$ cat src/rtl/esc_enc_pkg.sv
package esc_enc_pkg;

    typedef enum logic [2:0] {
        ST_IDLE,
        ST_ENTRY,
        ST_ESC,
        ST_SHIFT,
        ST_STOP
    } esc_state_e;

    typedef struct packed {
        logic p;
        logic n;
    } lp_pair_t;

    localparam int ENTRY_STEPS = 5;

    function automatic lp_pair_t mk_pair(input logic p, input logic n);
        lp_pair_t r;
        r.p = p;
        r.n = n;
        return r;
    endfunction

    // entry pattern: 11, 10, 00, 01, 00
    function automatic lp_pair_t entry_step(input int unsigned idx);
        lp_pair_t r;
        case (idx)
            0:       r = mk_pair(1'b1, 1'b1);
            1:       r = mk_pair(1'b1, 1'b0);
            2:       r = mk_pair(1'b0, 1'b0);
            3:       r = mk_pair(1'b0, 1'b1);
            default: r = mk_pair(1'b0, 1'b0);
        endcase
        return r;
    endfunction

    // mark state for one data bit: 1 -> 10, 0 -> 01
    function automatic lp_pair_t bit_mark(input logic b);
        return b ? mk_pair(1'b1, 1'b0) : mk_pair(1'b0, 1'b1);
    endfunction

endpackage

$ cat src/rtl/esc_shift_reg.sv
module esc_shift_reg #(
    parameter int DATA_W = 8
) (
    input  logic              clk,
    input  logic              rst_n,
    input  logic              load,
    input  logic [DATA_W-1:0] load_val,
    input  logic              advance,
    output logic              cur_bit
);

    logic [DATA_W-1:0] data_d, data_q;

    always_comb begin
        data_d = data_q;
        if (load) begin
            data_d = load_val;
        end else if (advance) begin
            data_d = data_q >> 1;
        end
    end

    always_ff @(posedge clk or negedge rst_n) begin
        if (!rst_n) begin
            data_q <= '0;
        end else begin
            data_q <= data_d;
        end
    end

    assign cur_bit = data_q[0];

    AST_LOAD_CAPTURE: assert property (@(posedge clk) disable iff (!rst_n)
        load |=> (cur_bit == $past(load_val[0])))
        else $error("shift register did not capture the LSB");

    AST_ADV_SHIFT: assert property (@(posedge clk) disable iff (!rst_n)
        (advance && !load) |=> (data_q[DATA_W-1] == 1'b0))
        else $error("shift register did not shift in a zero");

endmodule

$ cat src/rtl/esc_step_counter.sv
module esc_step_counter #(
    parameter int CNT_W = 5
) (
    input  logic             clk,
    input  logic             rst_n,
    input  logic             start,
    input  logic             run,
    output logic [CNT_W-1:0] count
);

    logic [CNT_W-1:0] cnt_d, cnt_q;

    always_comb begin
        cnt_d = cnt_q;
        if (start) begin
            cnt_d = CNT_W'(1);
        end else if (run) begin
            cnt_d = cnt_q + CNT_W'(1);
        end
    end

    always_ff @(posedge clk or negedge rst_n) begin
        if (!rst_n) begin
            cnt_q <= '0;
        end else begin
            cnt_q <= cnt_d;
        end
    end

    assign count = cnt_q;

    AST_START_ONE: assert property (@(posedge clk) disable iff (!rst_n)
        start |=> (count == CNT_W'(1)))
        else $error("step counter did not restart at one");

endmodule

$ cat src/rtl/esc_line_ctrl.sv
module esc_line_ctrl
    import esc_enc_pkg::*;
#(
    parameter int DATA_W = 8,
    parameter int CNT_W  = 5
) (
    input  logic             clk,
    input  logic             rst_n,
    input  logic             esc_req,
    input  logic             byte_load,
    input  logic             stop_req,
    input  logic             load_lsb,
    input  logic             cur_bit,
    input  logic [CNT_W-1:0] count,
    output logic             sh_load,
    output logic             sh_adv,
    output logic             cnt_start,
    output logic             cnt_run,
    output logic             ready,
    output logic             line_p,
    output logic             line_n
);

    localparam int SYMS = 2 * DATA_W;

    typedef struct packed {
        esc_state_e st;
        lp_pair_t   line;
        logic       rdy;
    } ctrl_regs_t;

    ctrl_regs_t regs_d, regs_q;

    always_comb begin
        regs_d    = regs_q;
        sh_load   = 1'b0;
        sh_adv    = 1'b0;
        cnt_start = 1'b0;
        cnt_run   = 1'b0;
        case (regs_q.st)
            ST_IDLE: begin
                if (esc_req) begin
                    regs_d.st   = ST_ENTRY;
                    regs_d.line = entry_step(0);
                    regs_d.rdy  = 1'b0;
                    cnt_start   = 1'b1;
                end
            end
            ST_ENTRY: begin
                if (count == CNT_W'(ENTRY_STEPS)) begin
                    regs_d.st   = ST_ESC;
                    regs_d.line = mk_pair(1'b0, 1'b0);
                    regs_d.rdy  = 1'b1;
                end else begin
                    regs_d.line = entry_step(int'(count));
                    cnt_run     = 1'b1;
                end
            end
            ST_ESC: begin
                if (byte_load) begin
                    regs_d.st   = ST_SHIFT;
                    regs_d.line = bit_mark(load_lsb);
                    regs_d.rdy  = 1'b0;
                    sh_load     = 1'b1;
                    cnt_start   = 1'b1;
                end else if (stop_req) begin
                    regs_d.st   = ST_STOP;
                    regs_d.line = mk_pair(1'b1, 1'b0);
                    regs_d.rdy  = 1'b0;
                end
            end
            ST_SHIFT: begin
                if (count == CNT_W'(SYMS)) begin
                    regs_d.st   = ST_ESC;
                    regs_d.line = mk_pair(1'b0, 1'b0);
                    regs_d.rdy  = 1'b1;
                end else if (count[0]) begin
                    regs_d.line = mk_pair(1'b0, 1'b0);
                    sh_adv      = 1'b1;
                    cnt_run     = 1'b1;
                end else begin
                    regs_d.line = bit_mark(cur_bit);
                    cnt_run     = 1'b1;
                end
            end
            ST_STOP: begin
                regs_d.st   = ST_IDLE;
                regs_d.line = mk_pair(1'b1, 1'b1);
                regs_d.rdy  = 1'b1;
            end
            default: begin
                regs_d.st   = ST_IDLE;
                regs_d.line = mk_pair(1'b1, 1'b1);
                regs_d.rdy  = 1'b1;
            end
        endcase
    end

    always_ff @(posedge clk or negedge rst_n) begin
        if (!rst_n) begin
            regs_q.st   <= ST_IDLE;
            regs_q.line <= mk_pair(1'b1, 1'b1);
            regs_q.rdy  <= 1'b1;
        end else begin
            regs_q <= regs_d;
        end
    end

    assign ready  = regs_q.rdy;
    assign line_p = regs_q.line.p;
    assign line_n = regs_q.line.n;

    AST_ENTRY_FIRST: assert property (@(posedge clk) disable iff (!rst_n)
        (regs_q.st == ST_IDLE && esc_req) |=> (line_p && line_n && !ready))
        else $error("entry did not begin with 11 and ready low");

    AST_IDLE_DROP: assert property (@(posedge clk) disable iff (!rst_n)
        (regs_q.st == ST_IDLE && !esc_req && (byte_load || stop_req))
        |=> (line_p && line_n && ready))
        else $error("strobe in idle changed the lines");

    AST_STOP_SEQ: assert property (@(posedge clk) disable iff (!rst_n)
        (regs_q.st == ST_ESC && stop_req && !byte_load)
        |=> (line_p && !line_n && !ready) ##1 (line_p && line_n && ready))
        else $error("stop sequence wrong");

    AST_MARK_SPACER: assert property (@(posedge clk) disable iff (!rst_n)
        (regs_q.st == ST_SHIFT && (line_p ^ line_n)) |=> (!line_p && !line_n))
        else $error("mark not followed by spacer");

    AST_SHIFT_BUSY: assert property (@(posedge clk) disable iff (!rst_n)
        (regs_q.st == ST_SHIFT) |-> (!ready && !(line_p && line_n)))
        else $error("ready high or idle state during a byte");

    AST_ESC_HOLD: assert property (@(posedge clk) disable iff (!rst_n)
        (regs_q.st == ST_ESC && !byte_load && !stop_req)
        |=> ($stable(line_p) && $stable(line_n) && ready))
        else $error("escape mode did not hold");

endmodule

$ cat src/rtl/esc_cmd_encoder.sv
module esc_cmd_encoder
    import esc_enc_pkg::*;
#(
    parameter int DATA_W = 8
) (
    input  logic              clk,
    input  logic              rst_n,
    input  logic [DATA_W-1:0] cmd_byte,
    input  logic              esc_req,
    input  logic              byte_load,
    input  logic              stop_req,
    output logic              ready,
    output logic              line_p,
    output logic              line_n
);

    localparam int SPAN  = (2 * DATA_W > ENTRY_STEPS) ? 2 * DATA_W : ENTRY_STEPS;
    localparam int CNT_W = $clog2(SPAN + 1);

    logic             sh_load;
    logic             sh_adv;
    logic             cur_bit;
    logic             cnt_start;
    logic             cnt_run;
    logic [CNT_W-1:0] count;

    esc_shift_reg #(.DATA_W(DATA_W)) u_shift (
        .clk      (clk),
        .rst_n    (rst_n),
        .load     (sh_load),
        .load_val (cmd_byte),
        .advance  (sh_adv),
        .cur_bit  (cur_bit)
    );

    esc_step_counter #(.CNT_W(CNT_W)) u_count (
        .clk   (clk),
        .rst_n (rst_n),
        .start (cnt_start),
        .run   (cnt_run),
        .count (count)
    );

    esc_line_ctrl #(.DATA_W(DATA_W), .CNT_W(CNT_W)) u_ctrl (
        .clk       (clk),
        .rst_n     (rst_n),
        .esc_req   (esc_req),
        .byte_load (byte_load),
        .stop_req  (stop_req),
        .load_lsb  (cmd_byte[0]),
        .cur_bit   (cur_bit),
        .count     (count),
        .sh_load   (sh_load),
        .sh_adv    (sh_adv),
        .cnt_start (cnt_start),
        .cnt_run   (cnt_run),
        .ready     (ready),
        .line_p    (line_p),
        .line_n    (line_n)
    );

endmodule

$ cat config.mk
export PLATFORM = sky130hd
export DESIGN_NAME = esc_cmd_encoder
export DESIGN_NICKNAME = d
export VERILOG_FILES = /design/src/rtl/esc_enc_pkg.sv /design/src/rtl/esc_shift_reg.sv /design/src/rtl/esc_step_counter.sv /design/src/rtl/esc_line_ctrl.sv /design/src/rtl/esc_cmd_encoder.sv
export SDC_FILE = /design/constraint.sdc
export NUM_CORES = 1
export LEC_CHECK = 0
export BUFFER_PORTS_ARGS = -buffer_cell sky130_fd_sc_hd__buf_2
export CAP_MARGIN = 20
export CORE_ASPECT_RATIO = 1.25
export CORE_MARGIN = 3
export CORE_UTILIZATION = 44
export CTS_CLUSTER_DIAMETER = 50
export DETAILED_ROUTE_END_ITERATION = 10
export PLACE_DENSITY = 0.74
export SYNTH_ARGS = -nofsm -noshare
export SYNTH_HDL_FRONTEND = slang
export SYNTH_SLANG_ARGS = --single-unit
export TNS_END_PERCENT = 100
$ cat constraint.sdc
create_clock -name clk -period 2 [get_ports clk]
set_clock_uncertainty 0.1 [all_clocks]
set_input_delay 0.3 -clock clk [delete_from_list [all_inputs] [get_ports clk]]
set_output_delay 0.3 -clock clk [all_outputs]
set_load 0.01 [all_outputs]
### After elaboration in Yosys (flattened, before gate mapping)

Index checks and enable logic that the tools add are counted.

* flip-flop bits (word level): 19
* word-level logic and storage cells: 52

* mux-type cells: 28
* reductions and logical operators: 6
* $add $sub $neg: 1
* eq/ne operators: 11

Operator list (number)
* case mux 6 bit (4 select lines): 1
* 2-to-1 mux 6 bit: 3
* 2-to-1 mux 8 bit: 2
* 2-to-1 mux 1 bit: 10
* 2-to-1 mux 2 bit: 5
* 2-to-1 mux 5 bit: 2
* equality test 3 x 2 -> 1 bit (second input constant): 2
* 2-to-1 mux 3 bit: 2
* case mux 2 bit (3 select lines): 1
* adder 5 x 1 -> 5 bit (second input constant): 1
* equality test 5 x 1 -> 1 bit (second input constant): 1
* equality test 5 x 2 -> 1 bit (second input constant): 1
* equality test 5 x 3 -> 1 bit (second input constant): 1
* equality test 5 bit (second input constant): 1
* logical NOT 5 bit: 1
* != test 2 x 1 -> 1 bit (second input constant): 2
* case mux 1 bit (2 select lines): 2
* AND reduction 4 bit: 1
* nonzero test 2 bit: 2
* equality test 3 x 1 -> 1 bit (second input constant): 1
* logical NOT 3 bit: 1
* != test 3 bit (second input constant): 1
* != test 2 bit (second input constant): 1
* AND reduction 2 bit: 1

### Logic depth before layout (Yosys ltp)

Gate-level depths: netlist of run 1.

* depth in word-level cells: 5
* gate-level depth with buffers: 7

### By module

A second synthesis of run 1 with hierarchy kept.

* cell total of the unflattened synthesis: 105
* area, all modules: 1091.0 um^2

By module, submodules not included
* esc_line_ctrl: instances 1, area an instance 450.4 um^2, cells an instance 49, sequential area each 153.9 um^2
* esc_shift_reg: instances 1, area an instance 369.1 um^2, cells an instance 34, sequential area each 200.2 um^2
* esc_step_counter: instances 1, area an instance 271.5 um^2, cells an instance 22, sequential area each 125.1 um^2

### Worst setup path before layout of run 1

No wires, ideal clock.

* path type: flip-flop to flip-flop
* start point: reg u_count.cnt_q[0], in the netlist u_count.count[0]
* end point: reg u_shift.data_q[0]
* data required time: 1.823 ns
* stages on the path, launching flop included: 8
* library setup time: 0.077 ns
* slack: 0.314 ns
* arrival: 1.510 ns
* cell sequence: dfrtp_1 -> inv_1 -> ha_1 -> nand4bb_1 -> a41oi_4 -> buf_6 -> nand2_1 -> o21ai_1

* longest elaborated chain between the ends: 4
* elaborated cells on any way between the ends: 5
* those cells by class: eq/ne (1); mux (3); reduce/logical (1)

Ends and longest elaborated chain
* from (decl): RTL line esc_step_counter.sv:11 `logic [CNT_W-1:0] cnt_d, cnt_q;`
* from (signal assigned): RTL line esc_step_counter.sv:26 `cnt_q <= cnt_d;`
* equality test 5 bit / 2-to-1 mux 1 bit (equally long branches): RTL line esc_line_ctrl.sv:73, esc_line_ctrl.sv:77
* 2-to-1 mux 1 bit *: RTL line esc_line_ctrl.sv:73 `if (count == CNT_W'(SYMS)) begin`
* 2-to-1 mux 1 bit *: RTL line esc_line_ctrl.sv:40 `case (regs_q.st)`
* nonzero test 2 bit (no source line) *
* to (signal assigned): RTL line esc_shift_reg.sv:27 `data_q <= data_d;`
* to (decl): RTL line esc_shift_reg.sv:12 `logic [DATA_W-1:0] data_d, data_q;`

Mark *: on every way between the ends. The rest lies on a longest branch, timed or not.
A chain may end at the register's enable or synchronous reset.

### Final worst setup path of run 1

* start point: reg u_count.cnt_q[1], in the netlist u_count.count[1]
* end point: reg u_count.cnt_q[2], in the netlist u_count.count[2]

* longest elaborated chain between the ends: 4
* elaborated cells on any way between the ends: 9
* those cells by class: add/sub (1); eq/ne (2); mux (5); reduce/logical (1)

Ends and longest elaborated chain
* parallel branches: the longest is 4 deep, another holds adder 5 x 1 -> 5 bit

Parallel ways; which one is timed is not known. The select of a mux whose other input is x is not followed.

==> run metrics, run 1 <==
Max-Cap Viols 0; final hold vios 0; via/cell ratio 5.59; Die Ht 61.6 µm; Final ANT Viol Nets 0; Top FF cell, synth dfrtp_1; largest net degree at the start of global routing 20; CTS tree done; Crit. path cell count 6; Final WS setup 0.163 ns; delay-heaviest family, CP compound AO/OA/AOI/OAI gates; Iter 0 DRT Violations 17; crit path time final 1.84 ns; Area contributors post-synth dfrtp_1 (37%), dfstp_2 (7.2%), mux2i_1 (6.4%), ha_1 (3.4%), nand2_1 (3.1%); Seq/Total Area, Yosys 0.440; Post CTS Setup Buffer Count 0; vias in the first global route 814; synthesized cell area 1090 µm²; synthesized flop and latch total 19; RSZ-0062 raised after global routing false; pre-CTS WS 0.154 ns; drt drc 0; synth unique cells 39; CP startpoint u_count.count[1]; Post-Route Setup TNS 0 ns; share of layout cells above drive strength 1 0.248; Worst Setup EP u_count.count[2]; worst slew pin tran 0.496 ns; Critical Path Source Type flop; Leakage 0.537 nW; floorplan row count 19; Final Core Density 0.537; Final setup viols 0; Synth async-reset ratio 1.00; Commonest cells post-synth dfrtp_1 (16), nand2_1 (9), mux2i_1 (7), nor2_1 (7), o21ai_1 (6); Setup crit end kind flop; gr ovfl total 0; CP max stage delay 0.45 ns; nets@finish 142; maximum clock insertion buffer count 2; RR Startpoint u_count.count[1]; Final Cell Area 1230 µm²; R2R Path End u_count.count[2]; Max FO, Critical Path 6; Worst VDD drop 0.693 mV; Tcrit/Tclk final 0.918; TritonRoute pass-1 iters 4; htree depth 1; CP Buf/Inv Count 1; Initial Utilization 0.477; Min-Delay Path Class input pin to flop; fmax 544 MHz; Post-synth EDFFs 0; Setup CP Type flop to flop; Ant. Diodes 0; worst hold margin 0.125 ns; GRT Total Usage 0.145; number of buffers added on ports 15; Synth Area per Inst 10.2 µm²; syn_nets 123; Worst EP arrival 1.96 ns; final slew viol count 0; gp weighted congestion 0.879; Power, Total 1.64 mW; Most common cell on crit path a21oi_1; first-pass GRT wire length 3490 µm; fillers 215; Core ar. 2280 µm²; post-synth top area share 0.368; CTS Buf Count 3; area leader, netlist dfrtp_1; clock insertion delay at the later pin of the skew report 0.30 ns; run status finished clean; initial antenna violation count 0; synthesized instance count 107; Pwr per Cell Area 1340 nW/µm²; root buf cell clkbuf_4; required time of the critical path 2.13 ns; R2R setup slack 0.16 ns; # IOs 16; Placed Area 1190 µm²; slowest CP cell a21oi_1; vias post-DR 872; final wirelength 2010 µm; total clock sinks 19; filler-free cell count of the finished design 156; crit path cell chain inv_1, ha_1, nand4b_1, a21oi_1, o21ai_0, a21oi_1; Die Wd 50.5 µm; Slew HR 0.669; most frequent cell after synthesis dfrtp_1; Area growth, synth to finish 12.6%; Die Area 3110 µm²; drt wl/cell 12.9 µm; Worst Reg2Reg Path Length in Cells 6; Reg clk slew, reported paths 0.10 ns; WHS Path Cells 2; dpl cells 151; YS warnings 0; HPWL Detailed 1490 µm
## report_power, final
part           switching [mW]  internal, mW  total (mW)
Clock                   0.119        0.0745       0.194
Combinational           0.405         0.346       0.752
Sequential              0.147         0.546       0.693
Total                   0.672         0.967        1.64
## worst min path at each step
| stage | startpoint | end | slack (ns) |
|---|---|---|---|
| after global placement | rst_n | u_count.count[4] | 0.16 |
| after detailed placement | rst_n | u_count.count[4] | 0.16 |
| after CTS | cmd_byte[7] | u_shift.data_q[7] | 0.12 |
| final | cmd_byte[7] | u_shift.data_q[7] | 0.12 |
| after global routing | cmd_byte[7] | u_shift.data_q[7] | 0.13 |
| after floorplan | rst_n | u_count.count[0] | -0.1 |
## routing by layer
layer / GRT usage / vias up / wire [µm]
met5: 0 / - / 0
met3: 0.0218 / 0 / 69
met1: 0.188 / 429 / 936
met4: 0.0731 / 0 / 0
li1: - / 428 / -
met2: 0.239 / 15 / 1000
## worst reg2reg max path: cells and delay by family (launching register included)
family,cells,cell delay (ns)
compound gates,3,0.79
fa+ha+maj,1,0.21
buf+inv,1,0.10
flops,1,0.43
simple gates,1,0.15
## state kept, by name (all words and copies together), names as in the netlist
| register | flops |
|---|---|
| u_ctrl.line_p | 1 |
| u_count.count | 5 |
| u_ctrl.ready | 1 |
| u_ctrl.line_n | 1 |
| u_ctrl.regs_q | 3 |
| u_shift.data_q | 8 |
## layout make-up
type | count | area [µm²] | share of cell area
clock buffers | 3 | 22.5 | 0.0184
flip-flops and latches | 19 | 479 | 0.391
well taps | 31 | 38.8 | 0.0316
repair buffers | 19 | 108 | 0.0878
inverters | 3 | 11.3 | 0.00918
multi-input cells | 80 | 562 | 0.458
clock inverters | 1 | 5.00 | 0.00408
## kinds of logic after synthesis
logic type      count (synthesis)  share of synthesized area
fa+ha+maj                       3                     0.0345
xor+xnor                        1                    0.00805
buf+inv                         8                     0.0494
mux                             8                     0.0747
flops                          19                      0.440
simple gates                   39                      0.199
compound gates                 29                      0.194
## placed cells by master, fill, tap and decap left out, drive strengths merged, types with 5 or more instances in the layout
| cell | instances |
|---|---|
| buf | 18 |
| dfrtp | 16 |
| nand2 | 9 |
| nor2 | 7 |
| o21ai | 12 |
| a21oi | 5 |
| mux2i | 7 |
## repair_timing
item	in CTS	in global routing
endpoints found under the setup margin	0	3
hold buffers	1	0
gates resized for setup	0	0
endpoints found under the hold margin	16	0
(Power assumes the default switching activity.)
==> run 2, diff against run 1 <==
--- a/config.mk
+++ b/config.mk
@@ -13,5 +13,7 @@
 export CTS_CLUSTER_DIAMETER = 50
 export DETAILED_ROUTE_END_ITERATION = 10
+export HOLD_SLACK_MARGIN = 0.12
 export PLACE_DENSITY = 0.74
+export SETUP_SLACK_MARGIN = 0.2
 export SYNTH_ARGS = -nofsm -noshare
 export SYNTH_HDL_FRONTEND = slang
==> constraint.sdc (replaced) <==
create_clock -name clk -period 2 [get_ports clk]
set_clock_uncertainty 0.1 [all_clocks]
set_input_delay 0.4 -clock clk [delete_from_list [all_inputs] [get_ports clk]]
set_output_delay 0.4 -clock clk [all_outputs]
set_load 0.01 [all_outputs]
==> run 2 against run 1 <==
  * Total power rose by 2.8%
  * Worst setup slack improved by 0.12 ns
  * Fmax rose by 7.2%
  * Register-to-register slack improved by 0.12 ns
  * Critical endpoint is now u_ctrl.ready
  * Sequential share of layout area fell by 0.53 points
  * Non-clock buffer count rose by 2
  * Sequential power rose by 0.6%
  * Via count fell by 0.80%
  * Highest routed layer unchanged
==> run metrics, run 2 (same netlist as run 1, synthesis figures left out) <==
run status finished clean; Storage cell area 480 µm²; # IOs 16; RR Startpoint u_count.count[1]; WHS Path Cells 2; CP max stage delay 0.43 ns; Setup CP Type flop to flop; Min-Delay Path Class input pin to flop; Max-Cap Viols 0; drt wl/cell 12.7 µm; R2R Path End u_ctrl.ready; Leakage 0.546 nW; final wirelength 2010 µm; Post-Route Setup TNS 0 ns; Iter 0 DRT Violations 13; via/cell ratio 5.47; fillers 209; worst hold margin 0.226 ns; max reg flops 8; Die Area 3110 µm²; R2R setup slack 0.29 ns; Core ar. 2280 µm²; Worst VDD drop 0.785 mV; Final setup viols 0; drt drc 0; TritonRoute pass-1 iters 4; worst slew pin tran 0.413 ns; floorplan row count 19; Max FO, Critical Path 6; total clock sinks 19; fmax 584 MHz; htree depth 1; GRT Total Usage 0.147; area of the multi-input gates 566 µm²; Tcrit/Tclk final 0.857; CTS tree done; nets@finish 144; number of buffers added on ports 15; origin of the worst min-delay path cmd_byte[7]; Die Wd 50.5 µm; final hold vios 0; crit path cell chain inv_1, ha_1, nand4b_1, a21oi_2, nor3_1, a211oi_1; Placed Area 1190 µm²; Hold EP u_shift.data_q[7]; most flop-heavy register u_shift.data_q; Setup crit end kind flop; Die Ht 61.6 µm; Final WS setup 0.287 ns; Area growth, synth to finish 14.5%; initial antenna violation count 0; clock insertion delay at the later pin of the skew report 0.29 ns; largest net degree at the start of global routing 20; Final Cell Area 1250 µm²; gp weighted congestion 0.879; required time of the critical path 2.12 ns; maximum clock insertion buffer count 2; pre-CTS WS 0.154 ns; Ant. Diodes 0; final slew viol count 0; slowest CP cell dfrtp_1; Initial Utilization 0.477; gr ovfl total 0; Worst Reg2Reg Path Length in Cells 6; crit path time final 1.71 ns; RSZ-0062 raised after global routing true; vias post-DR 865; share of layout cells above drive strength 1 0.276; Worst EP arrival 1.83 ns; root buf cell clkbuf_4; vias in the first global route 830; first-pass GRT wire length 3550 µm; Power, Total 1.68 mW; Critical Path Source Type flop; Pwr per Cell Area 1350 nW/µm²; HPWL Detailed 1490 µm; highest-count cells in the layout ignoring fill and taps buf_2 (15), dfrtp_1 (15), nand2_1 (9); Slew HR 0.725; Final ANT Viol Nets 0; CTS Buf Count 3; Reg clk slew, reported paths 0.11 ns
run 2: timing repair:
item / in CTS / in global routing
gates cloned: 0 / 0
setup endpoints to repair: 9 / 11
pin swaps: 1 / 0
hold endpoints to repair: 16 / 0
setup buffers: 2 / 0
resized for setup: 1 / 1
hold buffers: 1 / 0
run 2: power breakdown:
group          switching, mW  total (mW)  internal, mW
Combinational          0.412       0.795         0.382
Sequential             0.150       0.697         0.548
Clock                  0.117       0.192        0.0745
Total                  0.679        1.68          1.00
run 2: critical path: cells and delay by family, from the launching register on:
kind	cells	cell delay, ns
fa+ha+maj	1	0.21
compound gates	2	0.55
flops	1	0.43
simple gates	2	0.26
buf+inv	1	0.10
run 2: final cells by class:
| class | instances | area share |
|---|---|---|
| repair buffers | 21 | 0.0984 |
| multi-input cells | 80 | 0.454 |
| well taps | 31 | 0.0311 |
| inverters | 3 | 0.00904 |
| clock inverters | 1 | 0.00402 |
| flip-flops and latches | 19 | 0.386 |
| clock buffers | 3 | 0.0181 |
run 2: metrics by stage:
| stage | cells | utilization |
|---|---|---|
| 2_1_floorplan | 107 | - |
| 3_3_place_gp | 151 | 0.521 |
| 3_5_place_dp | 151 | 0.521 |
| 4_1_cts | 158 | 0.546 |
| 5_1_grt | 158 | 0.546 |
| 6_report | 158 | 0.546 |
run 2: routing by layer:
layer / share of wire / vias up / track usage / wire [µm]
met5: 0 / - / 0 / 0
met1: 0.47 / 424 / 0.188 / 954
met3: 0.026 / 0 / 0.0218 / 53
met4: 0 / 0 / 0.0731 / 0
met2: 0.50 / 11 / 0.246 / 1010
li1: - / 430 / - / -
run 2: worst max path at each step:
| stage | depth (start not counted) | endpoint | from | slack (ns) |
|---|---|---|---|---|
| after floorplan | 7 | u_shift.data_q[0] | u_count.count[0] | 0.31 |
| after global placement | 5 | u_shift.data_q[3] | u_count.count[1] | 0.25 |
| after detailed placement | 5 | u_shift.data_q[2] | u_count.count[1] | 0.15 |
| after CTS | 5 | u_shift.data_q[7] | u_ctrl.regs_q[4] | 0.22 |
| after global routing | 6 | u_ctrl.ready | u_count.count[1] | 0.17 |
| final | 6 | u_ctrl.ready | u_count.count[1] | 0.29 |
==> run 3, diff against run 2 <==
Settings changed: CORE_UTILIZATION 44 to 50, PLACE_DENSITY 0.74 to 0.81.
==> run 3 against run 2 <==
  * Critical path depth did not move
  * Total power up 0.79%
  * Global-route usage grew 1.9 points
  * Sequential cell count did not move
==> run metrics, run 3 (same netlist as run 1, synthesis figures left out) <==
Max FO, Critical Path 6; Power, Total 1.70 mW; fillers 180; RSZ-0062 raised after global routing false; CTS Buf Count 3; final hold vios 0; R2R setup slack 0.25 ns; Slew HR 0.724; final wirelength 2070 µm; Die Wd 47.7 µm; worst slew pin tran 0.414 ns; pre-CTS WS 0.154 ns; Sw Share 0.403; gp weighted congestion 0.820; Core ar. 2030 µm²; Ant. Diodes 0; clock insertion delay at the later pin of the skew report 0.29 ns; commonest non-fill, non-tap cell in the layout dfrtp_1; floorplan row count 18; highest-count cells in the layout ignoring fill and taps dfrtp_1 (16), buf_2 (15), nand2_1 (9); root buf cell clkbuf_4; GRT Total Usage 0.166; vias post-DR 862; CTS tree done; # IOs 16; max reg flops 8; largest net degree at the start of global routing 20; fmax 573 MHz; gr ovfl total 0; Worst Setup EP u_ctrl.ready; Max-Cap Viols 0; vias in the first global route 796; Min-Delay Path Class input pin to flop; Final WS setup 0.254 ns; Tcrit/Tclk final 0.873; number of buffers added on ports 15; Setup CP Type flop to flop; crit path time final 1.75 ns; Area growth, synth to finish 13.8%; internal power 1.01 mW; RR Startpoint u_count.count[1]; Worst Reg2Reg Path Length in Cells 6; worst hold margin 0.242 ns; drt drc 0; Final setup viols 0; combinational fraction of design power 0.485; via/cell ratio 5.82; WHS Path Cells 2; Sw Pwr 0.684 mW; first-pass GRT wire length 3450 µm; area of the multi-input gates 566 µm²; most flop-heavy register u_shift.data_q; required time of the critical path 2.09 ns; Worst EP arrival 1.84 ns; Final ANT Viol Nets 0; Leakage 0.551 nW; clock power share 0.112; Post-Route Setup TNS 0 ns; Flop pwr share 0.402; drt wl/cell 14.0 µm; TritonRoute pass-1 iters 4; Iter 0 DRT Violations 22; run status finished clean; nets@finish 145; htree depth 1; total clock sinks 19; share of layout cells above drive strength 1 0.273; Setup crit end kind flop; Die Area 2780 µm²; Die Ht 58.2 µm; Pwr per Cell Area 1370 nW/µm²; Critical Path Source Type flop; initial antenna violation count 0; final slew viol count 0; Initial Utilization 0.537; CP startpoint u_count.count[1]; Worst VDD drop 0.865 mV; maximum clock insertion buffer count 2; HPWL Detailed 1580 µm; Storage cell area 479 µm²; Reg clk slew, reported paths 0.11 ns; R2R Path End u_ctrl.ready
## run 3: routing by layer
layer	vias to the layer above	part of all wire	track usage
met5	-	0	0
met4	0	0.012	0.0577
met3	2	0.035	0.0280
met2	21	0.53	0.274
met1	407	0.43	0.210
li1	432	-	-
## run 3: per-stage QoR
step           instance area (µm²)  cells   util
2_1_floorplan                 1090    107      -
3_3_place_gp                  1180    141  0.583
3_5_place_dp                  1180    141  0.583
4_1_cts                       1220    146  0.604
5_1_grt                       1240    148  0.611
6_report                      1240    148  0.611
## run 3: repair_timing
item	in CTS	in global routing
hold buffers	1	0
endpoints found under the hold margin	16	0
gates resized for setup	1	0
setup endpoints to repair	9	8
pin swaps	1	1
buffers inserted	0	2
## run 3: critical path, cell delays in order (launching register included)
cell	delay, ns
dfrtp_1	0.44
inv_1	0.10
ha_1	0.21
nand4b_1	0.17
a21oi_2	0.32
nor3_1	0.08
a211oi_1	0.25
## run 3: worst min-delay path by stage
stage                           start                 to  slack [ns]
after CTS                 cmd_byte[7]  u_shift.data_q[7]        0.24
after floorplan                 rst_n   u_count.count[0]       0.004
after detailed placement        rst_n   u_count.count[3]        0.26
final                     cmd_byte[7]  u_shift.data_q[7]        0.24
after global placement          rst_n   u_count.count[2]        0.25
after global routing      cmd_byte[7]  u_shift.data_q[7]        0.22
## run 3: area by class of cell
type / instances / area share
Clock buffer: 3 / 0.0182
Timing Repair Buffer: 22 / 0.105
Tap cell: 20 / 0.0202
Clock inverter: 1 / 0.00404
Inverter: 3 / 0.00909
Multi-Input combinational cell: 80 / 0.457
Sequential cell: 19 / 0.387
## run 3: power by group through the flow
| stage | logic [mW] | clock network [mW] | registers, mW |
|---|---|---|---|
| floorplan | 0.643 | 0 | 0.666 |
| global placement | 0.749 | 0 | 0.681 |
| detailed placement | 0.780 | 0 | 0.690 |
| CTS | 0.787 | 0.198 | 0.682 |
| global route | 0.919 | 0.223 | 0.705 |
| finish | 0.824 | 0.190 | 0.683 |
